==> src/rtl/strobe_seq_pkg.sv <==
`timescale 1ns/1ps
package strobe_seq_pkg;

  typedef enum logic [1:0] {
    ST_RUN  = 2'd0,
    ST_TICK = 2'd1,
    ST_EV1  = 2'd2,
    ST_EV2  = 2'd3
  } seqState_e;

  // strobes from control to datapath
  typedef struct packed {
    logic       incX;
    logic       incY;
    logic       incZ;
    logic       decX;
    logic       decY;
    logic       decZ;
    logic       incMaxY;
    logic [2:0] maxY;
    logic       loadRnd;
    logic       sampleCca;
  } dpCmd_t;

  localparam logic [7:0] OP_START = 8'hE1;
  localparam logic [7:0] OP_STOP  = 8'hE2;
  localparam logic [7:0] OP_CLEAR = 8'hFF;

  // low nibble of a radio opcode to its one-hot pulse vector
  function automatic logic [15:0] strobeMap(input logic [3:0] lo, input logic chanClear);
    logic [15:0] v;
    v = '0;
    case (lo)
      4'h3, 4'h4, 4'h5, 4'h6, 4'h7, 4'h8, 4'h9,
      4'hD, 4'hE, 4'hF: v[lo] = 1'b1;
      4'hA:             v[9]  = chanClear;
      default:          v     = '0;
    endcase
    return v;
  endfunction

endpackage

==> src/rtl/seq_prog_mem.sv <==
`timescale 1ns/1ps
module seq_prog_mem #(
  parameter int DEPTH = 24,
  parameter int PC_W  = 5
) (
  input  logic            clk,
  input  logic            rstN,
  input  logic            wrEn,
  input  logic            clear,
  input  logic [7:0]      wrData,
  input  logic [PC_W-1:0] rdAddr,
  output logic [7:0]      rdData,
  output logic [PC_W-1:0] wrPtr
);
  localparam int IDX_W = $clog2(DEPTH);

  logic [7:0] slot [DEPTH];
  logic       hasRoom;

  assign hasRoom = wrPtr < PC_W'(DEPTH);

  always_ff @(posedge clk) begin
    if (!rstN) begin
      wrPtr <= '0;
    end else if (clear) begin
      wrPtr <= '0;
    end else if (wrEn && hasRoom) begin
      wrPtr <= wrPtr + PC_W'(1);
    end
  end

  always_ff @(posedge clk) begin
    if (wrEn && hasRoom) slot[wrPtr[IDX_W-1:0]] <= wrData;
  end

  always_comb begin
    if (rdAddr < PC_W'(DEPTH)) rdData = slot[rdAddr[IDX_W-1:0]];
    else                       rdData = 8'hD0;
  end
endmodule

==> src/rtl/seq_datapath.sv <==
`timescale 1ns/1ps
module seq_datapath
  import strobe_seq_pkg::*;
#(
  parameter int CNT_W = 8
) (
  input  logic             clk,
  input  logic             rstN,
  input  dpCmd_t           cmd,
  input  logic             ccaIn,
  input  logic             rxActive,
  input  logic             txActive,
  input  logic [CNT_W-1:0] rndIn,
  output logic [CNT_W-1:0] cntX,
  output logic [CNT_W-1:0] cntY,
  output logic [CNT_W-1:0] cntZ,
  output logic             sampledCca,
  output logic [7:0]       condVec
);
  logic yBelowMax;

  assign yBelowMax = cntY < CNT_W'(cmd.maxY);

  always_ff @(posedge clk) begin
    if (!rstN) begin
      cntX       <= '0;
      cntY       <= '0;
      cntZ       <= '0;
      sampledCca <= 1'b0;
    end else begin
      if (cmd.loadRnd)   cntX <= rndIn;
      else if (cmd.incX) cntX <= cntX + CNT_W'(1);
      else if (cmd.decX) cntX <= cntX - CNT_W'(1);

      if (cmd.incY || (cmd.incMaxY && yBelowMax)) cntY <= cntY + CNT_W'(1);
      else if (cmd.decY)                           cntY <= cntY - CNT_W'(1);

      if (cmd.incZ)      cntZ <= cntZ + CNT_W'(1);
      else if (cmd.decZ) cntZ <= cntZ - CNT_W'(1);

      if (cmd.sampleCca) sampledCca <= ccaIn;
    end
  end

  always_comb begin
    condVec[0] = ccaIn;
    condVec[1] = sampledCca;
    condVec[2] = rxActive;
    condVec[3] = txActive;
    condVec[4] = (cntX == '0);
    condVec[5] = (cntY == '0);
    condVec[6] = (cntZ == '0);
    condVec[7] = 1'b1;
  end
endmodule

==> src/rtl/seq_ctrl.sv <==
`timescale 1ns/1ps
module seq_ctrl
  import strobe_seq_pkg::*;
#(
  parameter int PC_W  = 5,
  parameter int CNT_W = 8
) (
  input  logic             clk,
  input  logic             rstN,
  input  logic             hostWrEn,
  input  logic             hostImm,
  input  logic [7:0]       hostData,
  input  logic [7:0]       instr,
  input  logic [PC_W-1:0]  wrPtr,
  input  logic [7:0]       condVec,
  input  logic [CNT_W-1:0] xVal,
  input  logic             timerOvf,
  input  logic             timerEv1,
  input  logic             timerEv2,
  input  logic             ccaIn,
  output logic [PC_W-1:0]  pc,
  output logic             running,
  output dpCmd_t           dpCmd,
  output logic             memWrEn,
  output logic             memClear,
  output logic [15:0]      radioStrobe,
  output logic             irq,
  output logic             setCmp
);
  seqState_e        state, goState;
  logic             runFlag;
  logic [PC_W-1:0]  label, pcStep, jumpPc;
  logic [CNT_W-1:0] waitCnt, waitVal;
  logic             immCmd, immStart, immStop, immClear, immCtl, immRadio;
  logic             pcLive, waiting, progGo, cond;
  logic             loadWait, labelHit, halt, progIrq, progCmp;
  logic [15:0]      progStrb, immStrb;

  // host side
  assign immCmd   = hostWrEn & hostImm;
  assign memWrEn  = hostWrEn & ~hostImm;
  assign immStart = immCmd && (hostData == OP_START);
  assign immStop  = immCmd && (hostData == OP_STOP);
  assign immClear = immCmd && (hostData == OP_CLEAR);
  assign immCtl   = immStart | immStop | immClear;
  assign memClear = immClear;
  assign immRadio = immCmd && (hostData[7:4] == 4'hE) && (hostData[3:0] >= 4'h3);
  assign immStrb  = immRadio ? strobeMap(hostData[3:0], ccaIn) : '0;

  // sequencing status
  assign pcLive  = pc < wrPtr;
  assign waiting = (state != ST_RUN);
  assign running = runFlag && (waiting || pcLive);
  assign progGo  = runFlag && !waiting && pcLive && !immCtl;
  assign cond    = condVec[instr[2:0]] ^ instr[3];
  assign pcStep  = pc + PC_W'(1);

  // instruction decode
  always_comb begin
    dpCmd    = '0;
    progStrb = '0;
    progIrq  = 1'b0;
    progCmp  = 1'b0;
    halt     = 1'b0;
    labelHit = 1'b0;
    loadWait = 1'b0;
    waitVal  = '0;
    jumpPc   = pcStep;
    goState  = ST_RUN;
    if (progGo) begin
      casez (instr)
        8'b0???????: if (cond) jumpPc = pcStep + PC_W'(instr[6:4]);
        8'b100?????: begin
          loadWait = 1'b1;
          waitVal  = CNT_W'(instr[4:0]);
        end
        8'b1010????: if (cond) jumpPc = label;
        8'hB8: goState  = ST_EV1;
        8'hB9: goState  = ST_EV2;
        8'hBA: progIrq  = 1'b1;
        8'hBB: labelHit = 1'b1;
        8'hBC: begin
          loadWait = 1'b1;
          waitVal  = xVal;
        end
        8'hBD: dpCmd.loadRnd = 1'b1;
        8'hBE: progCmp       = 1'b1;
        8'hC0: dpCmd.incX    = 1'b1;
        8'hC1: dpCmd.incY    = 1'b1;
        8'hC2: dpCmd.incZ    = 1'b1;
        8'hC3: dpCmd.decX    = 1'b1;
        8'hC4: dpCmd.decY    = 1'b1;
        8'hC5: dpCmd.decZ    = 1'b1;
        8'b11001???: begin
          dpCmd.incMaxY = 1'b1;
          dpCmd.maxY    = instr[2:0];
        end
        8'hD2: halt = 1'b1;
        8'b1101????: begin
          progStrb = strobeMap(instr[3:0], ccaIn);
          if (instr[3:0] == 4'hB) dpCmd.sampleCca = 1'b1;
        end
        default: halt = 1'b0;
      endcase
      if (loadWait && (waitVal != '0)) goState = ST_TICK;
    end
    if (immRadio && (hostData[3:0] == 4'hB)) dpCmd.sampleCca = 1'b1;
  end

  // output pulses
  always_ff @(posedge clk) begin
    if (!rstN) begin
      radioStrobe <= '0;
      irq         <= 1'b0;
      setCmp      <= 1'b0;
    end else begin
      radioStrobe <= progStrb | immStrb;
      irq         <= progIrq;
      setCmp      <= progCmp;
    end
  end

  // program counter, waits and run flag
  always_ff @(posedge clk) begin
    if (!rstN) begin
      pc      <= '0;
      label   <= '0;
      runFlag <= 1'b0;
      state   <= ST_RUN;
      waitCnt <= '0;
    end else if (immClear) begin
      pc      <= '0;
      label   <= '0;
      runFlag <= 1'b0;
      state   <= ST_RUN;
    end else if (immStart) begin
      pc      <= '0;
      runFlag <= 1'b1;
      state   <= ST_RUN;
    end else if (immStop) begin
      runFlag <= 1'b0;
      state   <= ST_RUN;
    end else if (runFlag) begin
      case (state)
        ST_RUN: begin
          if (!pcLive || halt) begin
            runFlag <= 1'b0;
          end else begin
            pc      <= jumpPc;
            state   <= goState;
            waitCnt <= waitVal;
            if (labelHit) label <= pcStep;
          end
        end
        ST_TICK: begin
          if (timerOvf) begin
            if (waitCnt == CNT_W'(1)) state <= ST_RUN;
            waitCnt <= waitCnt - CNT_W'(1);
          end
        end
        ST_EV1: if (timerEv1) state <= ST_RUN;
        ST_EV2: if (timerEv2) state <= ST_RUN;
        default: state <= ST_RUN;
      endcase
    end
  end
endmodule

==> src/rtl/strobe_seq.sv <==
`timescale 1ns/1ps
module strobe_seq
  import strobe_seq_pkg::*;
#(
  parameter  int PROG_DEPTH = 24,
  parameter  int CNT_W      = 8,
  localparam int PC_W       = $clog2(PROG_DEPTH + 8)
) (
  input  logic             clk,
  input  logic             rstN,
  input  logic             hostWrEn,
  input  logic             hostImm,
  input  logic [7:0]       hostData,
  input  logic             timerOvf,
  input  logic             timerEv1,
  input  logic             timerEv2,
  input  logic             ccaIn,
  input  logic             rxActive,
  input  logic             txActive,
  input  logic [CNT_W-1:0] rndIn,
  output logic [15:0]      radioStrobe,
  output logic             setCmp,
  output logic             irq,
  output logic             sampledCca,
  output logic             running,
  output logic [PC_W-1:0]  pc,
  output logic [CNT_W-1:0] cntX,
  output logic [CNT_W-1:0] cntY,
  output logic [CNT_W-1:0] cntZ
);
  dpCmd_t          dpCmd;
  logic [7:0]      instr;
  logic [7:0]      condVec;
  logic [PC_W-1:0] wrPtr;
  logic            memWrEn, memClear;

  seq_prog_mem #(.DEPTH(PROG_DEPTH), .PC_W(PC_W)) u_mem (
    .clk(clk), .rstN(rstN), .wrEn(memWrEn), .clear(memClear),
    .wrData(hostData), .rdAddr(pc), .rdData(instr), .wrPtr(wrPtr)
  );

  seq_ctrl #(.PC_W(PC_W), .CNT_W(CNT_W)) u_ctrl (
    .clk(clk), .rstN(rstN), .hostWrEn(hostWrEn), .hostImm(hostImm),
    .hostData(hostData), .instr(instr), .wrPtr(wrPtr), .condVec(condVec),
    .xVal(cntX), .timerOvf(timerOvf), .timerEv1(timerEv1), .timerEv2(timerEv2),
    .ccaIn(ccaIn), .pc(pc), .running(running), .dpCmd(dpCmd),
    .memWrEn(memWrEn), .memClear(memClear), .radioStrobe(radioStrobe),
    .irq(irq), .setCmp(setCmp)
  );

  seq_datapath #(.CNT_W(CNT_W)) u_dp (
    .clk(clk), .rstN(rstN), .cmd(dpCmd), .ccaIn(ccaIn), .rxActive(rxActive),
    .txActive(txActive), .rndIn(rndIn), .cntX(cntX), .cntY(cntY), .cntZ(cntZ),
    .sampledCca(sampledCca), .condVec(condVec)
  );
endmodule

==> config.mk <==
export PLATFORM = sky130hd
export DESIGN_NAME = strobe_seq
export DESIGN_NICKNAME = d
export VERILOG_FILES = /design/src/rtl/strobe_seq_pkg.sv /design/src/rtl/seq_prog_mem.sv /design/src/rtl/seq_datapath.sv /design/src/rtl/seq_ctrl.sv /design/src/rtl/strobe_seq.sv
export SDC_FILE = /design/constraint.sdc
export NUM_CORES = 1
export LEC_CHECK = 0
export ABC_AREA = 1
export BUFFER_PORTS_ARGS = -buffer_cell sky130_fd_sc_hd__buf_4
export CELL_PAD_IN_SITES_DETAIL_PLACEMENT = 0
export CELL_PAD_IN_SITES_GLOBAL_PLACEMENT = 1
export CORE_MARGIN = 2
export CORE_UTILIZATION = 35
export CTS_CLUSTER_SIZE = 16
export DETAILED_ROUTE_END_ITERATION = 8
export GPL_ROUTABILITY_DRIVEN = 0
export PLACE_DENSITY = 0.64
export SLEW_MARGIN = 5
export SYNTH_ARGS = -nofsm -noshare
export SYNTH_HDL_FRONTEND = slang
export SYNTH_HIERARCHICAL = 1
export SYNTH_SLANG_ARGS = --single-unit
export TNS_END_PERCENT = 5
==> constraint.sdc <==
create_clock -name clk -period 12.6 [get_ports clk]
set_clock_uncertainty 0.2 [all_clocks]
set_input_delay 1.89 -clock clk [delete_from_list [all_inputs] [get_ports clk]]
set_output_delay 1.89 -clock clk [all_outputs]
set_load 0.03 [all_outputs]
==> results of run 1 <==
metal layers:
layer,vias up,global-route usage
li1,5161,-
met1,4956,0.265
met2,267,0.317
met3,46,0.0310
met4,2,0.0482
met5,-,0
worst max-delay path, delay by kind of cell, from the launching register on:
kind | cells | cell delay, ps
and+or+nand+nor | 20 | 2200
buffers and inverters | 6 | 1370
adders and majority gates | 2 | 640
AOI/OAI and AO/OA | 3 | 620
DFF | 1 | 500
synthesized netlist by cell type, types with 11 or more instances:
cell type    n
edfxtp_1   192
xor2_1      13
o21ai_0     78
nand2_1    403
ha_1        34
nand4_1     14
nand2_2     11
nand3_1    146
buf_4       14
dfxtp_1     69
inv_1      161
a21oi_1     63
buf_2       21
nor2_1     176
nor3_1      11
power breakdown:
part | internal, uW | switching [uW]
clock | 464 | 362
sequential | 925 | 1.52
combinational | 15.5 | 46.4
total | 1400 | 410
cell type report:
cell class              count  area (um2)  share of cell area
flip-flops and latches    261        7150               0.475
repair buffers             81         608              0.0404
clock inverters            23         186              0.0124
inverters                 169         634              0.0421
multi-input cells        1040        5110               0.339
well taps                 511         639              0.0424
clock buffers              31         733              0.0487
worst max-delay path by stage:
stage	endpoint	slack [ps]	depth (start not counted)
floorplan	u_dp/cntY[7]	7760	25
global placement	u_dp/cntY[7]	6920	26
detailed placement	u_dp/cntY[7]	6900	26
CTS	u_dp/cntY[7]	6920	31
global route	u_dp/cntY[7]	6440	32
finish	u_dp/cntY[7]	6850	31
registers in the layout, indices dropped and copies added (netlist names):
signal and cells:
u_ctrl/irq 1, u_ctrl/label 5, u_ctrl/pc 5, u_ctrl/radioStrobe 16, u_ctrl/runFlag 1, u_ctrl/setCmp 1
u_ctrl/state 2, u_ctrl/waitCnt 8, u_dp/cntX 8, u_dp/cntY 8, u_dp/cntZ 8, u_dp/sampledCca 1
u_mem/slot 192, u_mem/wrPtr 5
metrics by stage:
stage	hold WS, ps	power (uW)
5_1_grt	328	1880
4_1_cts	280	1840
2_1_floorplan	252	977
3_5_place_dp	270	1010
6_report	278	1810
3_3_place_gp	274	1010
cell families after synthesis:
kind of cell,Yosys count,share of synthesized area
flops,261,0.542
buf+inv,222,0.0720
compound gates,182,0.0770
other cells,2,0.000570
xor+xnor,17,0.0113
simple gates,796,0.259
fa+ha+maj,38,0.0383
cells in the final DEF, fill, tap and decap left out, drive strengths merged, types with 3 or more instances in the layout:
cell      netlist  layout
inv           168     170
o211ai          8       8
a21oi          64      64
nor2          185     185
o21bai          4       4
xor2           13      13
nand4          16      16
edfxtp        192     192
nand3         148     148
fa              4       4
o221ai          5       5
a31oi           6       6
nand3b          4       4
clkbuf         10      31
nor4            6       6
conb            2       7
dfxtp          69      69
clkinv          1      16
nand2         417     417
xnor2           4       4
o21ai          82      82
nor3           15      15
ha             34      34
or2             3       3
a211oi          4       4
clkinvlp        0       4
buf            43      81
a21o            3       3
==> flow_metrics.tcl, run 1 <==
set metrics [dict create \
    cts_resized 0 \
    place_ws_ps 6900 \
    synth_area_leaders "edfxtp_1 44%, nand2_1 11%, dfxtp_1 10%" \
    ff2ff_setup_slack_ps 6850 \
    std_cell_rows 71 \
    cts.root.buffer_cell "clkbuf_16" \
    synth_enable_flop_cells 192 \
    ys_seq_area_frac 0.542 \
    placed_cells 2062 \
    initial_core_util 0.353 \
    leakagePower_uw 0.00619 \
    hp-start "u_ctrl/state[0]" \
    cp-start-kind "flop" \
    cts_sinks 261 \
    fin_setup_tns_ps 0 \
    holdPathStages 2 \
    worst_slew_pin_slew_ps 1180 \
    die_h_um 198 \
    critPathArrivalTime_ps 6020 \
    synth_ff_type "edfxtp_1" \
    clock_latency_ps 570 \
    grt_max_degree 79 \
    dpl_cell_area_um2 14100 \
    yosysWarningCount 6 \
    max-cap-violations 0 \
    syn_area_um2 13200 \
    timing.rr.end "u_dp/cntY[7]" \
    setup_viol 0 \
    fin_cells 2116 \
    rr_startpoint "u_ctrl/pc[0]" \
    ys_ff_latch 261 \
    cts_tree "built" \
    vias 10400 \
    hold_violations 0 \
    hold_path.class "reg2reg" \
    wl_um 37400 \
    yosys.area.top_type_share 0.437 \
    whs_endpoint "u_ctrl/state[0]" \
    nFillCells 3725 \
    final_util 0.403 \
    drt-met1-wl_um 16900 \
    grt_pass1_wl_um 57900 \
    drtIter0Drc 625 \
    grt_pass1_vias 9981 \
    grt_overflow 0 \
    async_flop_share 0 \
    rsz0062_at_grt "no" \
    path_max_fanout 78 \
    crit_path_end_kind "flop" \
    drc_errors 0 \
    dieArea_um2 39200 \
    cp-startpoint "u_ctrl/pc[0]" \
    wl_met2_um 17500 \
    rr_worst_depth 31 \
    post_cts_buffers 0 \
    route.antenna.remaining_nets 0 \
    stdcell_area_um2 15100 \
    core_um2 37400 \
    yosysUniqueCellTypes 47 \
    postCtsHoldBufs 0 \
    hpwl_um 24600 \
    slew_headroom 0.207 \
    clock.fmax_mhz 174 \
    avgSynthCellArea_um2 8.69 \
    outcome "finished clean" \
    drt-vias-per-instance 4.93 \
    io_buffers 74 \
    ir_worst_vdd_uv 96.4 \
    synthCells 1518 \
    die_w_um 198 \
    post-route-period-util 0.456 \
    grt_usage 0.193 \
    antenna_cells 0 \
    routedWlPerCell_um 17.7 \
    cp.required_ps 12870 \
    yosysTopAreaCell "edfxtp_1" \
    top_layer_used "met5" \
    drt-pass1-iter-count 7 \
    drive_gt1_frac 0.107 \
    crit_top_cell "nand2_1" \
    fin_ws_ps 6850 \
    cts_htree_levels 1 \
    path_class "reg2reg" \
    drv_slew 0 \
    clock_path_buffers 3 \
    wl_met3_um 2300 \
    io-pin-count 75 \
    path_clk_slew_ps 60 \
    area_growth_pct 14.3 \
    slowest_delay_ps 710 \
    nNetsFinal 1646 \
    p_per_area_nw_per_um2 120 \
    numCtsBuffers 29 \
    cp_slowest_cell "buf_4" \
    fin_crit_ps 5750 \
    antenna_found_initial 1 \
]
Power figures use the tool's default switching activity.
==> run 2, diff against run 1 <==
- ABC_AREA: 1 -> 0
- PLACE_DENSITY: 0.64 -> 0.61
- clock period: 12.6 -> 5.7 ns (I/O delays scaled with it)
==> run 2 against run 1 <==
  * Largest power group unchanged
  * Count of clock-buffer cells in the layout up 1
  * Worst setup slack worse by 6400 ps
  * Largest cell class unchanged
  * Highest routed layer is now met4
  * Critical endpoint is now u_dp/cntY[6]
  * Maximum frequency is 8.9% higher
  * Sequential power rose by 120%
==> flow_metrics.tcl, run 2 <==
set metrics [dict create \
    cp_slowest_cell "dfxtp_4" \
    io_buffers 74 \
    switchingPower_uw 892 \
    numCtsBuffers 30 \
    setup_viol 0 \
    cts_htree_levels 1 \
    io-pin-count 75 \
    drv_slew 0 \
    clock_path_buffers 3 \
    hold_path.class "reg2reg" \
    outcome "finished clean" \
    std_cell_rows 69 \
    grt_max_degree 37 \
    final_common_cell "edfxtp_1" \
    nNetsFinal 1158 \
    die_h_um 194 \
    fin_setup_tns_ps 0 \
    cts_tree "built" \
    synth_enable_flop_cells 192 \
    path_clk_slew_ps 60 \
    nFillCells 3406 \
    yosysWarningCount 6 \
    synthCells 999 \
    synth_ff_type "edfxtp_1" \
    yosysTopAreaCell "edfxtp_1" \
    hold_violations 0 \
    largest_reg_flops 192 \
    leakagePower_uw 0.00524 \
    cts.root.buffer_cell "clkbuf_16" \
    fin_crit_ps 5280 \
    die_w_um 194 \
    drt-vias-per-instance 5.37 \
    yosysUniqueCellTypes 87 \
    drt-pass1-iter-count 7 \
    ys_seq_area_frac 0.564 \
    yosys.area.top_type_share 0.455 \
    layout_common_cells "192 x edfxtp_1, 108 x buf_4, 81 x nor2_1" \
    antenna_cells 0 \
    ys_ff_latch 261 \
    postCtsHoldBufs 0 \
    async_flop_share 0 \
    p_int_uw 3190 \
    slowest_delay_ps 620 \
    initial_core_util 0.356 \
    drive_gt1_frac 0.198 \
    post-route-period-util 0.926 \
    path_max_fanout 23 \
    area_growth_pct 16.7 \
    ir_worst_vdd_uv 262 \
    worst_slew_pin_slew_ps 1020 \
    wl_um 34100 \
    grt_overflow 0 \
    crit_chain "mux4_2 > nor2b_1 > a211oi_1 > o21ai_0 > nor4_1 > and3_1 > inv_1 > ha_1 > or3b_1 > o211ai_2 > a21oi_2 > ha_1 > nor2b_4 > o31a_1 > or4b_1 > a31o_1 > a21oi_2" \
    antenna_found_initial 0 \
    synth_area_leaders "edfxtp_1 46%, dfxtp_1 11%, mux4_2 5.5%" \
    drtIter0Drc 610 \
    hpwl_um 24100 \
    fin_ws_ps 421 \
    grt_pass1_vias 8581 \
    swShare 0.218 \
    comb_power_share 0.036 \
    final_util 0.416 \
    grt_pass1_wl_um 52500 \
    critPathArrivalTime_ps 5590 \
    rsz0062_at_grt "no" \
    p_clk_frac 0.463 \
    timing.hold.ws_ps 289 \
    place_ws_ps 238 \
    clock_latency_ps 570 \
    grt_usage 0.180 \
    routedWlPerCell_um 21.6 \
    route.antenna.remaining_nets 0 \
    path_class "reg2reg" \
    p_total_uw 4090 \
    slew_headroom 0.316 \
    cp.required_ps 6010 \
    core_um2 35600 \
    yosysMostFrequentCell "edfxtp_1" \
    avgSynthCellArea_um2 12.7 \
    seqPwrFrac 0.501 \
    crit_path_end_kind "flop" \
    p_per_area_nw_per_um2 276 \
    syn_area_um2 12700 \
    cts_sinks 261 \
    vias 8479 \
    clock.fmax_mhz 189 \
    cp-start-kind "flop" \
    drc_errors 0 \
    dieArea_um2 37700 \
    max-cap-violations 0 \
    synthTopCellsByCount "192 x edfxtp_1, 81 x nor2_1, 69 x dfxtp_1" \
]
==> run 2: cell types whose count changed after synthesis, moves of 31 or more <==
| cell | delta |
|---|---|
| inv_1 | -131 |
| mux2i_1 | +54 |
| mux4_2 | +31 |
| nand2_1 | -350 |
| nand3_1 | -128 |
| nor2_1 | -95 |
| o21ai_0 | -47 |
==> run 2: what timing repair did <==
item	in CTS	in global routing
endpoints found under the setup margin	0	2
gates resized for setup	0	1
buffers inserted	0	0
==> run 2: worst max-delay path: cells and delay by family, from the launching register on <==
family	cells	cell delay (ps)
buffers and inverters	1	50
AOI/OAI and AO/OA	7	1440
and+or+nand+nor	6	1810
adders and majority gates	2	550
DFF	1	620
muxes	1	550
==> run 2: worst paths after layout <==
path,depth (start not counted),slack [ps],to,startpoint
max,17,420,u_dp/cntY[6],u_ctrl/pc[1]
min reg2reg,2,290,u_dp/cntY[7],u_dp/cntY[7]
max reg2reg,17,420,u_dp/cntY[6],u_ctrl/pc[1]
min,2,290,u_dp/cntY[7],u_dp/cntY[7]
==> run 2: cell families (layout without fill, tap and decap cells) <==
kind of cell / count (synthesis) / after routing / share of synthesized area
flops: 261 / 261 / 0.564
mux: 88 / 88 / 0.104
fa+ha+maj: 38 / 38 / 0.0399
simple gates: 296 / 296 / 0.124
buf+inv: 82 / 196 / 0.0357
xor+xnor: 24 / 24 / 0.0172
other cells: 2 / 7 / 0.000593
compound gates: 208 / 208 / 0.115
==> run 2: cell type report <==
type                       instances  area, um2  area share
clock buffer                      32        758      0.0513
clock inverter                    24        226      0.0153
multi-input combinational        661       5100       0.345
tap                              461        577      0.0390
timing repair buffer             110        851      0.0576
inverter                          30        113     0.00762
sequential                       261       7150       0.484
==> run 2: power groups by stage <==
stage / Sequential [uW] / Combinational (uW) / Clock, uW
finish: 2050 / 148 / 1890
global route: 2050 / 162 / 2030
CTS: 2050 / 150 / 1940
detailed placement: 2090 / 150 / 0
global placement: 2090 / 149 / 0
floorplan: 2090 / 66.7 / 0
==> run 2: metrics by stage <==
stage / std cells / instance area, um2
floorplan: 1004 / 12700
global placement: 1523 / 13800
detailed placement: 1523 / 13800
CTS: 1579 / 14800
global route: 1579 / 14800
finish: 1579 / 14800
==> run 2: metal layers <==
metal  vias up  part of all wire  wire length (um)  GRT usage
li1       4025                 -                 -          -
met4         0             0.016               556     0.0410
met3        40             0.044              1510     0.0264
met1      4226              0.46             15800      0.252
met2       188              0.48             16200      0.295
met5         -                 0                 0          0
==> run 3, diff against run 2 <==
- SYNTH_HIERARCHICAL: 1 -> default
- clock period: 5.7 -> 5.2 ns (I/O delays scaled with it)
==> run 3 against run 2 <==
  * Count of clock-buffer cells in the layout is 3 lower
  * Wire length is 0.97% lower
  * Non-clock buffer count is 62 higher
  * Synthesized cell count is 3.5% lower
  * Die area is 1.6% lower
  * Global-route usage is 0.34 points higher
  * Largest power group unchanged
  * Highest routed layer unchanged
==> flow_metrics.tcl, run 3 <==
set metrics [dict create \
    drt-vias-per-instance 5.24 \
    grt_pass1_wl_um 50400 \
    fin_setup_tns_ps 0 \
    p_clk_frac 0.444 \
    initial_core_util 0.353 \
    hold_violations 0 \
    final_util 0.428 \
    critPathArrivalTime_ps 5440 \
    yosys.area.top_type_share 0.463 \
    drive_gt1_frac 0.237 \
    layout_common_cells "192 x edfxtp_1, 168 x buf_4, 107 x nor2_1" \
    synthCells 964 \
    yosysTopAreaCell "edfxtp_1" \
    synth_ff_type "edfxtp_1" \
    nNetsFinal 1199 \
    postCtsHoldBufs 0 \
    grt_pass1_vias 8257 \
    cts_sinks 266 \
    comb_power_share 0.062 \
    grt_max_degree 35 \
    routedWlPerCell_um 20.8 \
    die_w_um 193 \
    drt-pass1-iter-count 4 \
    ir_worst_vdd_uv 306 \
    p_int_uw 3570 \
    synth_enable_flop_cells 192 \
    numCtsBuffers 29 \
    std_cell_rows 69 \
    final_common_cell "edfxtp_1" \
    grt_overflow 0 \
    crit_path_end_kind "flop" \
    synth_area_leaders "edfxtp_1 46%, dfxtp_1 12%, mux2i_1 4.8%" \
    antenna_found_initial 1 \
    drv_slew 0 \
    wl_um 33800 \
    clock_latency_ps 580 \
    drtIter0Drc 532 \
    drc_errors 0 \
    cp-start-kind "flop" \
    ys_ff_latch 266 \
    vias 8485 \
    rsz0062_at_grt "yes" \
    path_clk_slew_ps 60 \
    clock_path_buffers 3 \
    dieArea_um2 37100 \
    swShare 0.229 \
    path_class "reg2reg" \
    synthTopCellsByCount "192 x edfxtp_1, 108 x nor2_1, 74 x dfxtp_1" \
    largest_reg_flops 192 \
    setup_viol 0 \
    clock.fmax_mhz 193 \
    async_flop_share 0 \
    avgSynthCellArea_um2 12.9 \
    yosysMostFrequentCell "edfxtp_1" \
    cts.root.buffer_cell "clkbuf_16" \
    cts_htree_levels 1 \
    area_growth_pct 21.2 \
    yosysWarningCount 0 \
    slew_headroom 0.236 \
    switchingPower_uw 1060 \
    leakagePower_uw 0.00533 \
    die_h_um 193 \
    grt_usage 0.183 \
    route.antenna.remaining_nets 0 \
    core_um2 35300 \
    post-route-period-util 0.996 \
    path_max_fanout 5 \
    ys_seq_area_frac 0.582 \
    seqPwrFrac 0.494 \
    yosysUniqueCellTypes 83 \
    io-pin-count 75 \
    worst_slew_pin_slew_ps 1140 \
    syn_area_um2 12500 \
    fin_crit_ps 5180 \
    p_per_area_nw_per_um2 307 \
    hold_path.class "in2reg" \
    cts_tree "built" \
    hpwl_um 24800 \
    outcome "finished clean" \
    io_buffers 74 \
    max-cap-violations 0 \
    cp.required_ps 5460 \
]
-- run 3: cell count changes in the layout (fill, tap and decap cells not counted), sizes merged, moves of 9 or more --
cell / change
nand3: +19
a21oi: -20
nor2: +30
a22oi: +23
or4: -9
clkinv: -10
buf: +62
mux4: -9
-- run 3: critical path, stage by stage, from the launching register on --
cell and delay [ps]:
dfxtp_4 390, mux4_2 500, mux2_2 280, o211ai_1 210, nand3_2 100, nand4b_1 300, nor2_2 170, nand2_1 70
ha_1 290, a21o_1 180, a2111oi_4 290, or2_1 170, nand2_2 80, ha_1 280, a21o_1 180, a21oi_2 160
o21bai_1 90, a21oi_2 160, o21bai_1 80, a21o_1 190, or3_1 330, a21boi_2 170, xnor2_1 130, nor2_1 50
-- run 3: routing by layer --
layer / track usage / vias to the layer above / wire [um]
met1: 0.257 / 4190 / 15600
met3: 0.0296 / 46 / 1770
li1: - / 4035 / -
met2: 0.292 / 214 / 15600
met5: 0 / - / 0
met4: 0.0543 / 0 / 837
-- run 3: repair_timing --
item / CTS / global route
buffers inserted: 1 / 3
pin swaps: 3 / 8
endpoints found under the setup margin: 1 / 2
gates resized for setup: 2 / 4
-- run 3: stage by stage --
stage                     worst slack (ps)  power [uW]  instances  instance area [um2]  hold slack, ps
after floorplan                       53.2        2470        969                12500             264
after global placement               -18.3        2610       1561                14100             287
after detailed placement             -47.5        2610       1561                14100             298
after CTS                             5.19        4670       1616                15100             237
after global routing                  -375        4780       1619                15100             250
final                                 18.6        4630       1620                15100             263
-- run 3: worst paths after layout --
kind / startpoint / end / slack [ps] / cells after the start
max: flop / u_dp.cntY[7] / 20 / 23
min: ccaIn / u_dp.sampledCca / 260 / 3
max reg2reg: flop / u_dp.cntY[7] / 20 / 23
min reg2reg: u_ctrl.label[4] / u_ctrl.label[4] / 310 / 2
-- run 3: area by class of cell --
| type | count | area (um2) |
|---|---|---|
| Timing Repair Buffer | 172 | 1320 |
| Multi-Input combinational cell | 645 | 4900 |
| Inverter | 21 | 78.8 |
| Clock inverter | 25 | 241 |
| Antenna cell | 1 | 2.50 |
| Fill cell | 3294 | 20200 |
| Tap cell | 461 | 577 |
| Clock buffer | 29 | 726 |
| Sequential cell | 266 | 7250 |
-- run 3: cell families after synthesis --
group / count (synthesis) / synth area share
AND/OR/NAND/NOR: 296 / 0.118
flip-flops: 266 / 0.582
AO/OA/AOI/OAI: 185 / 0.107
multiplexers: 93 / 0.104
buffers and inverters: 58 / 0.0289
adder cells (fa/ha/maj): 38 / 0.0406
XOR/XNOR: 27 / 0.0190
other: 1 / 0.000301
-- run 3: power groups by stage --
stage | Combinational [uW] | Sequential, uW | Clock (uW)
final | 287 | 2290 | 2060
after global routing | 312 | 2290 | 2190
after CTS | 284 | 2290 | 2100
after detailed placement | 281 | 2330 | 0
after global placement | 280 | 2330 | 0
after floorplan | 137 | 2340 | 0
